$ cat config.mk
export PLATFORM = sky130hd
export DESIGN_NAME = frac_clk_gen
export DESIGN_NICKNAME = d
export VERILOG_FILES = /design/src/rtl/frac_clk_pkg.sv /design/src/rtl/frac_rst_sync.sv /design/src/rtl/frac_predivider.sv /design/src/rtl/frac_mn_stage.sv /design/src/rtl/frac_clk_gen.sv
export SDC_FILE = /design/constraint.sdc
export NUM_CORES = 1
export LEC_CHECK = 0
export ABC_AREA = 1
export ABC_CLOCK_PERIOD_IN_PS = 3900
export BUFFER_PORTS_ARGS = -buffer_cell sky130_fd_sc_hd__buf_2
export CAP_MARGIN = 20
export CORE_MARGIN = 5
export CORE_UTILIZATION = 50
export DETAILED_ROUTE_END_ITERATION = 12
export PLACE_DENSITY_LB_ADDON = 0.08
export SYNTH_ARGS = -nofsm -noshare
export SYNTH_HDL_FRONTEND = slang
export SYNTH_SLANG_ARGS = --single-unit
$ cat constraint.sdc
create_clock -name clk -period 3.9 [get_ports clk]
set_input_delay 0.39 -clock clk [delete_from_list [all_inputs] [get_ports clk]]
set_output_delay 0.39 -clock clk [all_outputs]
set_load 0.01 [all_outputs]
$ cat src/rtl/frac_clk_pkg.sv
package frac_clk_pkg;
  // width of the fractional mode field
  localparam int MODE_W = 2;
  // mode value that the driver programs for an m != n ratio
  localparam logic [MODE_W-1:0] MODE_DUAL_EDGE = 2'd2;
  // half-cycle units added per source cycle in the pre-divider
  localparam int HALF_STEP = 2;
endpackage

$ cat src/rtl/frac_rst_sync.sv
module frac_rst_sync (
  input  logic clk,
  input  logic rst_n,
  output logic rst_core_n
);
  logic stage1_q, stage2_q;

  always_ff @(posedge clk or negedge rst_n) begin
    if (!rst_n) begin
      stage1_q <= 1'b0;
      stage2_q <= 1'b0;
    end else begin
      stage1_q <= 1'b1;
      stage2_q <= stage1_q;
    end
  end

  assign rst_core_n = stage2_q;
endmodule

$ cat src/rtl/frac_predivider.sv
module frac_predivider
  import frac_clk_pkg::*;
#(
  parameter int PD_W = 5
) (
  input  logic            clk,
  input  logic            rst_n,
  input  logic [PD_W-1:0] div_i,
  input  logic            restart_i,
  output logic            fire_o
);
  localparam int AW = PD_W + 2;

  logic [AW-1:0] acc_q, acc_d;
  logic [AW-1:0] sum, lim;
  logic          bypass;

  always_comb begin
    bypass = (div_i == '0);
    lim    = {2'b00, div_i} + AW'(1);
    sum    = acc_q + AW'(HALF_STEP);
    fire_o = bypass || (sum >= lim);
    if (restart_i || bypass) acc_d = '0;
    else if (fire_o)         acc_d = sum - lim;
    else                     acc_d = sum;
  end

  always_ff @(posedge clk or negedge rst_n) begin
    if (!rst_n) acc_q <= '0;
    else        acc_q <= acc_d;
  end

  AST_PREDIV_RESIDUE: assert property (@(posedge clk) disable iff (!rst_n)
    (!bypass) |-> (acc_q < lim));
  AST_BYPASS_IDLE: assert property (@(posedge clk) disable iff (!rst_n)
    (bypass && $past(bypass)) |-> (acc_q == '0));
endmodule

$ cat src/rtl/frac_mn_stage.sv
module frac_mn_stage
  import frac_clk_pkg::*;
#(
  parameter int MN_W = 8
) (
  input  logic              clk,
  input  logic              rst_n,
  input  logic              pre_fire_i,
  input  logic [MODE_W-1:0] mode_i,
  input  logic [MN_W-1:0]   m_i,
  input  logic [MN_W-1:0]   ninv_i,
  input  logic [MN_W-1:0]   dinv_i,
  input  logic              restart_i,
  output logic              fire_o,
  output logic              en_o,
  output logic              clk_o
);
  localparam int NW = MN_W + 1;
  localparam int SW = MN_W + 2;

  logic [NW-1:0] n_dec, nm1, d_dec, high_len;
  logic [NW-1:0] acc_q, acc_d;
  logic [SW-1:0] sum;
  logic [NW-1:0] hcnt_q, hcnt_d;
  logic          en_q;
  logic          mn_on;

  // modulus and high-time decode
  always_comb begin
    n_dec = {1'b0, ~ninv_i} + {1'b0, m_i};
    nm1   = n_dec - NW'(1);
    d_dec = {1'b0, ~dinv_i};
    mn_on = (mode_i != '0) && (m_i != '0) && ({1'b0, m_i} < n_dec);
    if (!mn_on)            high_len = NW'(1);
    else if (d_dec == '0)  high_len = NW'(1);
    else if (d_dec > nm1)  high_len = nm1;
    else                   high_len = d_dec;
  end

  // modulo-n accumulator
  always_comb begin
    sum    = {1'b0, acc_q} + {2'b00, m_i};
    fire_o = 1'b0;
    acc_d  = acc_q;
    if (!mn_on) begin
      fire_o = pre_fire_i;
      acc_d  = '0;
    end else if (pre_fire_i) begin
      fire_o = (sum >= {1'b0, n_dec});
      acc_d  = fire_o ? NW'(sum - {1'b0, n_dec}) : NW'(sum);
    end
    if (restart_i) acc_d = '0;
  end

  // high-time counter
  always_comb begin
    hcnt_d = hcnt_q;
    if (fire_o)                            hcnt_d = high_len;
    else if (pre_fire_i && hcnt_q != '0)   hcnt_d = hcnt_q - NW'(1);
  end

  always_ff @(posedge clk or negedge rst_n) begin
    if (!rst_n) begin
      acc_q  <= '0;
      hcnt_q <= '0;
      en_q   <= 1'b0;
    end else begin
      acc_q  <= acc_d;
      hcnt_q <= hcnt_d;
      en_q   <= fire_o;
    end
  end

  assign en_o  = en_q;
  assign clk_o = (hcnt_q != '0);

  AST_MN_RESIDUE: assert property (@(posedge clk) disable iff (!rst_n)
    mn_on |-> (acc_q < n_dec));
  AST_PULSE_NEEDS_EVENT: assert property (@(posedge clk) disable iff (!rst_n)
    en_o |-> $past(pre_fire_i));
  AST_HIGH_ON_PULSE: assert property (@(posedge clk) disable iff (!rst_n)
    en_o |-> clk_o);
  AST_LOW_AFTER_EVENT: assert property (@(posedge clk) disable iff (!rst_n)
    $fell(clk_o) |-> $past(pre_fire_i));
endmodule

$ cat src/rtl/frac_clk_gen.sv
module frac_clk_gen
  import frac_clk_pkg::*;
#(
  parameter int PD_W = 5,
  parameter int MN_W = 8
) (
  input  logic              clk,
  input  logic              rst_n,
  input  logic [PD_W-1:0]   cfg_prediv,
  input  logic [MODE_W-1:0] cfg_mode,
  input  logic [MN_W-1:0]   cfg_m,
  input  logic [MN_W-1:0]   cfg_ninv,
  input  logic [MN_W-1:0]   cfg_dinv,
  output logic              out_en,
  output logic              out_clk
);
  localparam int CW = PD_W + MODE_W + 3 * MN_W;

  logic          rst_core_n;
  logic [CW-1:0] cfg_in, act_q, act_d;
  logic          pre_fire, mn_fire, restart;
  logic [PD_W-1:0]   act_div;
  logic [MODE_W-1:0] act_mode;
  logic [MN_W-1:0]   act_m, act_ninv, act_dinv;

  frac_rst_sync i_rst_sync (
    .clk        (clk),
    .rst_n      (rst_n),
    .rst_core_n (rst_core_n)
  );

  // working copy, refreshed only at a period boundary
  always_comb begin
    cfg_in  = {cfg_prediv, cfg_mode, cfg_m, cfg_ninv, cfg_dinv};
    restart = mn_fire && (cfg_in != act_q);
    act_d   = mn_fire ? cfg_in : act_q;
  end

  always_ff @(posedge clk or negedge rst_core_n) begin
    if (!rst_core_n) act_q <= '0;
    else             act_q <= act_d;
  end

  assign {act_div, act_mode, act_m, act_ninv, act_dinv} = act_q;

  frac_predivider #(.PD_W(PD_W)) i_predivider (
    .clk       (clk),
    .rst_n     (rst_core_n),
    .div_i     (act_div),
    .restart_i (restart),
    .fire_o    (pre_fire)
  );

  frac_mn_stage #(.MN_W(MN_W)) i_mn_stage (
    .clk        (clk),
    .rst_n      (rst_core_n),
    .pre_fire_i (pre_fire),
    .mode_i     (act_mode),
    .m_i        (act_m),
    .ninv_i     (act_ninv),
    .dinv_i     (act_dinv),
    .restart_i  (restart),
    .fire_o     (mn_fire),
    .en_o       (out_en),
    .clk_o      (out_clk)
  );

  AST_CFG_AT_BOUNDARY: assert property (@(posedge clk) disable iff (!rst_core_n)
    (!$stable(act_q)) |-> out_en);
  AST_QUIET_IN_RESET: assert property (@(posedge clk)
    (!rst_n) |-> (!out_en && !out_clk));
endmodule

==> flow_metrics.tcl, run 1 <==
set metrics [dict create \
    synth_cells 740 \
    max-cap-violations 0 \
    post-route-period-util 0.919 \
    cts_tree "done" \
    crit_path_start_kind "register" \
    clock_skew_ps 17.8 \
    overflow 0 \
    ys_seq_elements 59 \
    synth_area_um2 5270 \
    hp-class "input pin to register" \
    netlist.top_cell.by_area "dfrtp_1" \
    dp_worst_setup_slack_ps 115 \
    chipHeight_um 113 \
    grt_pass1_vias 4772 \
    crit_path_end_kind "register" \
    drc 0 \
    ios 35 \
    finalWirelength_mm 13.2 \
    grt-busiest-layer "met2" \
    worst_pin_slew_ps 726 \
    synth_area_leaders "dfrtp_1, nand2_1, ha_1" \
    post-route-cell-area_um2 5930 \
    dr.pass1.iters 4 \
    hold_viol 0 \
    synth_edf_count 0 \
    final_nets 876 \
    start_util 0.511 \
    diodes 0 \
    ys_warn_count 0 \
    clk_path_buf_depth 2 \
    num_rows 37 \
    crit_path_max_fanout 7 \
    maxSlewHeadroom 0.516 \
    crit_required_ps 4130 \
    core-area_um2 10300 \
    ys.flop_type "dfrtp_1" \
    wl_per_cell_um 14.2 \
    grt_util_met2 0.367 \
    fmax_mhz 279 \
    yosysTopAreaCellShare 0.280 \
    crit_path_frequent_cell "nand3_1" \
    antenna_found_initial 0 \
    routed_via_density 5.24 \
    place.gp.congestion 0.893 \
    grt_max_degree 33 \
    h-tree-depth 3 \
    finalSetupViolCount 0 \
    status "finished, final reports clean" \
    first_iter_violations 328 \
    final-max-slew-violation-count 0 \
    io_buffer_count 34 \
    via_count 4871 \
    final_common_cell "nand2_1" \
    ant_nets 0 \
    synth_area_per_cell_um2 7.13 \
    cts.sinks 59 \
    cts.reportedPaths.clkPinSlew_ps 80 \
    grt_use_total 0.218 \
    min_period_ps 3590 \
    ys_types 39 \
    fin_ws_ps 315 \
    multi_input_area_um2 3390 \
    clk_latency_ps 350 \
    die_width_um 113 \
    tns_ps 0 \
    num-fill-cells 981 \
    dp_hpwl_mm 10.5 \
    cts-root-buf "clkbuf_8" \
    dieArea_um2 12700 \
    place_area_um2 5660 \
    slowest_stage "fa_2" \
    layout_common_cells "nand2_1, inv_1, nand3_1" \
    worstPathArrival_ps 3820 \
    use_met3 0.0428 \
    path_cells "inv_1 -> ha_2 -> inv_1 -> fa_2 -> ha_1 -> inv_1 -> nor2_1 -> nor2_1 -> ha_1 -> nand2_1 -> o21ai_0 -> nand3_1 -> nand2_1 -> nand3_1 -> a21oi_2 -> buf_4 -> nand3_1 -> nand3_1 -> nand3_1 -> nand2_1 -> nand2_1" \
    crit_type "register to register" \
    drive_gt1_frac 0.125 \
    seqCellArea_um2 1480 \
    cts_buffers 9 \
    grt_pass1_wl_mm 22.7 \
    areaGrowthSynthToFinish_pct 12.5 \
    ys_seq_area_frac 0.280 \
    synthArstFlopShare 1.00 \
    synthesis.nets 828 \
    rsz0062_at_grt "no" \
    cpPeakStageDelay_ps 610 \
    use_met1 0.280 \
]
-- path summary, 6_finish.rpt --
kind / from / endpoint / slack [ps] / cells past startpoint
worst min register to register: i_rst_sync.rst_core_n$_DFF_PN0_ / act_q[26]$_DFFE_PN0N_ / 330 / 0
worst max register to register: act_q[8]$_DFFE_PN0N_ / i_mn_stage.hcnt_q[5]$_DFFE_PN0P_ / 310 / 21
worst min-delay path: cfg_prediv[4] / act_q[30]$_DFFE_PN0N_ / 270 / 3
worst max-delay path: act_q[8]$_DFFE_PN0N_ / i_mn_stage.hcnt_q[5]$_DFFE_PN0P_ / 310 / 21
max in group asynchronous: i_rst_sync.rst_core_n$_DFF_PN0_ / act_q[20]$_DFFE_PN0N_ / 2730 / 1
min in group asynchronous: i_rst_sync.rst_core_n$_DFF_PN0_ / act_q[26]$_DFFE_PN0N_ / 330 / 0
-- kinds of logic (layout without fill, tap and decap cells) --
family,after synthesis,in the layout,share of synthesized area
xor gates and xnor gates,58,58,0.0963
adders and majority gates,55,55,0.136
other,1,1,0.000711
DFF,59,59,0.280
AOI/OAI and AO/OA,78,78,0.0802
and+or+nand+nor,378,378,0.322
buffers and inverters,111,164,0.0850
-- flip-flops by register name, summed over array words and instances (netlist names) --
| name | count |
|---|---|
| i_predivider.acc_q | 7 |
| act_q | 31 |
| i_mn_stage.en_o | 1 |
| i_mn_stage.hcnt_q | 9 |
| i_rst_sync.stage1_q | 1 |
| i_mn_stage.acc_q | 9 |
| i_rst_sync.rst_core_n | 1 |
-- synth_stat cells, types with 4 or more instances --
master,count
fa_1,4
xnor2_1,21
nand4_1,15
nor4_1,9
nand2_1,199
nand3_1,78
o21ai_1,18
o21ai_0,22
dfrtp_1,59
a21oi_1,25
xor2_1,37
buf_2,6
nor2_1,44
inv_2,5
ha_1,51
nand2_2,8
nand3b_1,5
inv_1,93
nor3_1,6
nand3_2,4
-- what timing repair did --
action	4_1_cts	5_1_grt
hold endpoints to repair	2	0
endpoints found under the setup margin	0	51
resized for setup	0	11
hold buffers	1	0
setup buffers	0	0
-- worst max-delay path, delay by kind of cell (launching register included) --
| kind | cells | cell delay, ps |
|---|---|---|
| fa+ha+maj | 4 | 1320 |
| simple gates | 11 | 980 |
| buf+inv | 4 | 400 |
| flops | 1 | 390 |
| compound gates | 2 | 370 |
-- metal layers --
| layer | vias to the layer above | wire length (um) |
|---|---|---|
| met4 | 0 | 364 |
| met2 | 105 | 6250 |
| met5 | - | 0 |
| met1 | 2221 | 6060 |
| met3 | 34 | 553 |
| li1 | 2511 | - |
-- cell type report --
| type | count | share of cell area |
|---|---|---|
| sequential | 59 | 0.249 |
| clock inverter | 6 | 0.0152 |
| timing repair buffer | 50 | 0.0521 |
| tap | 136 | 0.0287 |
| multi-input combinational | 570 | 0.571 |
| inverter | 98 | 0.0620 |
| clock buffer | 10 | 0.0215 |
-- through the flow --
stage,instances,hold WS [ps],utilization
CTS,929,254,0.570
detailed placement,912,185,0.548
global placement,912,178,0.548
global route,929,259,0.574
finish,929,267,0.574
floorplan,740,94.4,-
Power of run 1 is left out: the tool's default activity adds up to more than one toggle a clock period on the data nets, which glitch-free logic cannot reach.
==> inputs of run 2 (changes only) <==
--- a/config.mk
+++ b/config.mk
@@ -12,7 +12,9 @@
 export CORE_MARGIN = 5
 export CORE_UTILIZATION = 50
 export DETAILED_ROUTE_END_ITERATION = 12
+export HOLD_SLACK_MARGIN = 0.05
 export PLACE_DENSITY_LB_ADDON = 0.08
+export REMOVE_ABC_BUFFERS = 1
 export SYNTH_ARGS = -nofsm -noshare
 export SYNTH_HDL_FRONTEND = slang
 export SYNTH_SLANG_ARGS = --single-unit
==> flow_metrics.tcl, run 2 (synthesis results as in run 1) <==
set metrics [dict create \
    worstReg2RegStart "act_q[8]$_DFFE_PN0N_" \
    diodes 0 \
    grt_pass1_vias 4791 \
    drc 0 \
    crit_path_end "i_mn_stage.hcnt_q[7]$_DFFE_PN0P_" \
    maxSlewHeadroom 0.571 \
    dp_hpwl_mm 10.3 \
    drive_gt1_frac 0.130 \
    hp-class "input pin to register" \
    cts.sinks 59 \
    first_iter_violations 267 \
    cts-root-buf "clkbuf_8" \
    reg2reg_depth 21 \
    cts.reportedPaths.clkPinSlew_ps 70 \
    status "finished, final reports clean" \
    clk_latency_ps 350 \
    min_period_ps 3630 \
    clock_skew_ps 16.5 \
    top_regs "act_q x31, i_mn_stage.acc_q x9, i_mn_stage.hcnt_q x9" \
    chipHeight_um 113 \
    final_common_cell "nand2_1" \
    antenna_found_initial 0 \
    crit_path_max_fanout 5 \
    ant_nets 0 \
    cts_buffers 9 \
    core-area_um2 10300 \
    die_width_um 113 \
    max-cap-violations 0 \
    finalSetupViolCount 0 \
    h-tree-depth 3 \
    ios 35 \
    startpoint "act_q[8]$_DFFE_PN0N_" \
    largest-register "act_q" \
    hold_viol 0 \
    rr_endpoint "i_mn_stage.hcnt_q[7]$_DFFE_PN0P_" \
    grt_util_met2 0.368 \
    hold_ws_ps 260 \
    place.gp.congestion 0.888 \
    use_met3 0.0428 \
    rsz0062_at_grt "no" \
    finalWirelength_mm 13.0 \
    crit_required_ps 4140 \
    wl_per_cell_um 14.0 \
    use_met1 0.279 \
    io_buffer_count 34 \
    start_util 0.511 \
    crit_path_start_kind "register" \
    areaGrowthSynthToFinish_pct 13.0 \
    post-route-period-util 0.930 \
    crit_type "register to register" \
    dieArea_um2 12700 \
    largest_reg_flops 31 \
    fmax_mhz 276 \
    num_rows 37 \
    overflow 0 \
    grt-busiest-layer "met2" \
    worstPathArrival_ps 3870 \
    grt_max_degree 33 \
    routed_via_density 5.19 \
    clk_path_buf_depth 2 \
    cts_tree "done" \
    crit_path_end_kind "register" \
    worst_pin_slew_ps 643 \
    layout_common_cells "nand2_1, inv_1, nand3_1" \
    dr.pass1.iters 5 \
    final_nets 877 \
    grt_pass1_wl_mm 22.4 \
    grt_use_total 0.216 \
    via_count 4828 \
    r2r_slack_ps 270 \
    final-max-slew-violation-count 0 \
]
==> run 2: metrics by stage <==
stage	TNS (ps)	std cells	area (um^2)	worst slack [ps]	utilization
after floorplan	-2260	727	5190	-91.2	-
after global placement	-7.38	912	5660	-6.65	0.548
after detailed placement	-348	912	5660	-71.2	0.548
after CTS	0	929	5890	61.4	0.570
after global routing	0	930	5960	7.37	0.577
final	0	930	5960	273	0.577
==> run 2: timing repair <==
action / 4_1_cts / 5_1_grt
resized for setup: 2 / 16
hold buffers: 1 / 0
pin swaps: 0 / 2
buffers inserted: 0 / 1
endpoints found under the setup margin: 8 / 36
endpoints found under the hold margin: 2 / 0
==> run 2: layout make-up <==
cell class | count | area, um^2
clock buffer | 13 | 169
clock inverter | 3 | 45.0
fill | 992 | 4360
inverter | 98 | 368
multi-input combinational | 570 | 3410
sequential | 59 | 1480
tap | 136 | 170
timing repair buffer | 51 | 317
==> run 2: per-layer routing <==
metal / vias to the layer above / routed length [um] / share of wire
li1: 2506 / - / -
met1: 2224 / 5980 / 0.46
met2: 81 / 6390 / 0.49
met3: 17 / 457 / 0.035
met4: 0 / 211 / 0.016
met5: - / 0 / 0
==> run 2: worst max-delay path, stage by stage, from the launching register on <==
cell and delay (ps):
dfrtp_1 400, inv_2 90, ha_2 200, inv_1 60, fa_2 610, ha_1 180, inv_1 50, nor2_2 150
nor2_1 90, ha_1 290, nand2_1 100, o21ai_1 200, nand3_1 100, nand2_1 70, nand3_1 120, a21oi_4 210
buf_4 160, nand3_1 80, nand3_1 90, nand3_1 100, nand2_1 90, nand2_1 40
==> run 2: worst min-delay path by stage <==
| stage | startpoint | end | slack, ps | cells past startpoint |
|---|---|---|---|---|
| finish | cfg_m[6] | act_q[22]$_DFFE_PN0N_ | 260 | 3 |
| global route | cfg_m[2] | act_q[18]$_DFFE_PN0N_ | 260 | 3 |
| CTS | cfg_m[5] | act_q[21]$_DFFE_PN0N_ | 260 | 3 |
| detailed placement | rst_n | i_rst_sync.stage1_q$_DFF_PN0_ | 180 | 1 |
| global placement | rst_n | i_rst_sync.stage1_q$_DFF_PN0_ | 170 | 1 |
| floorplan | rst_n | i_rst_sync.rst_core_n$_DFF_PN0_ | 90 | 0 |
Power of run 2 is left out for the same reason.
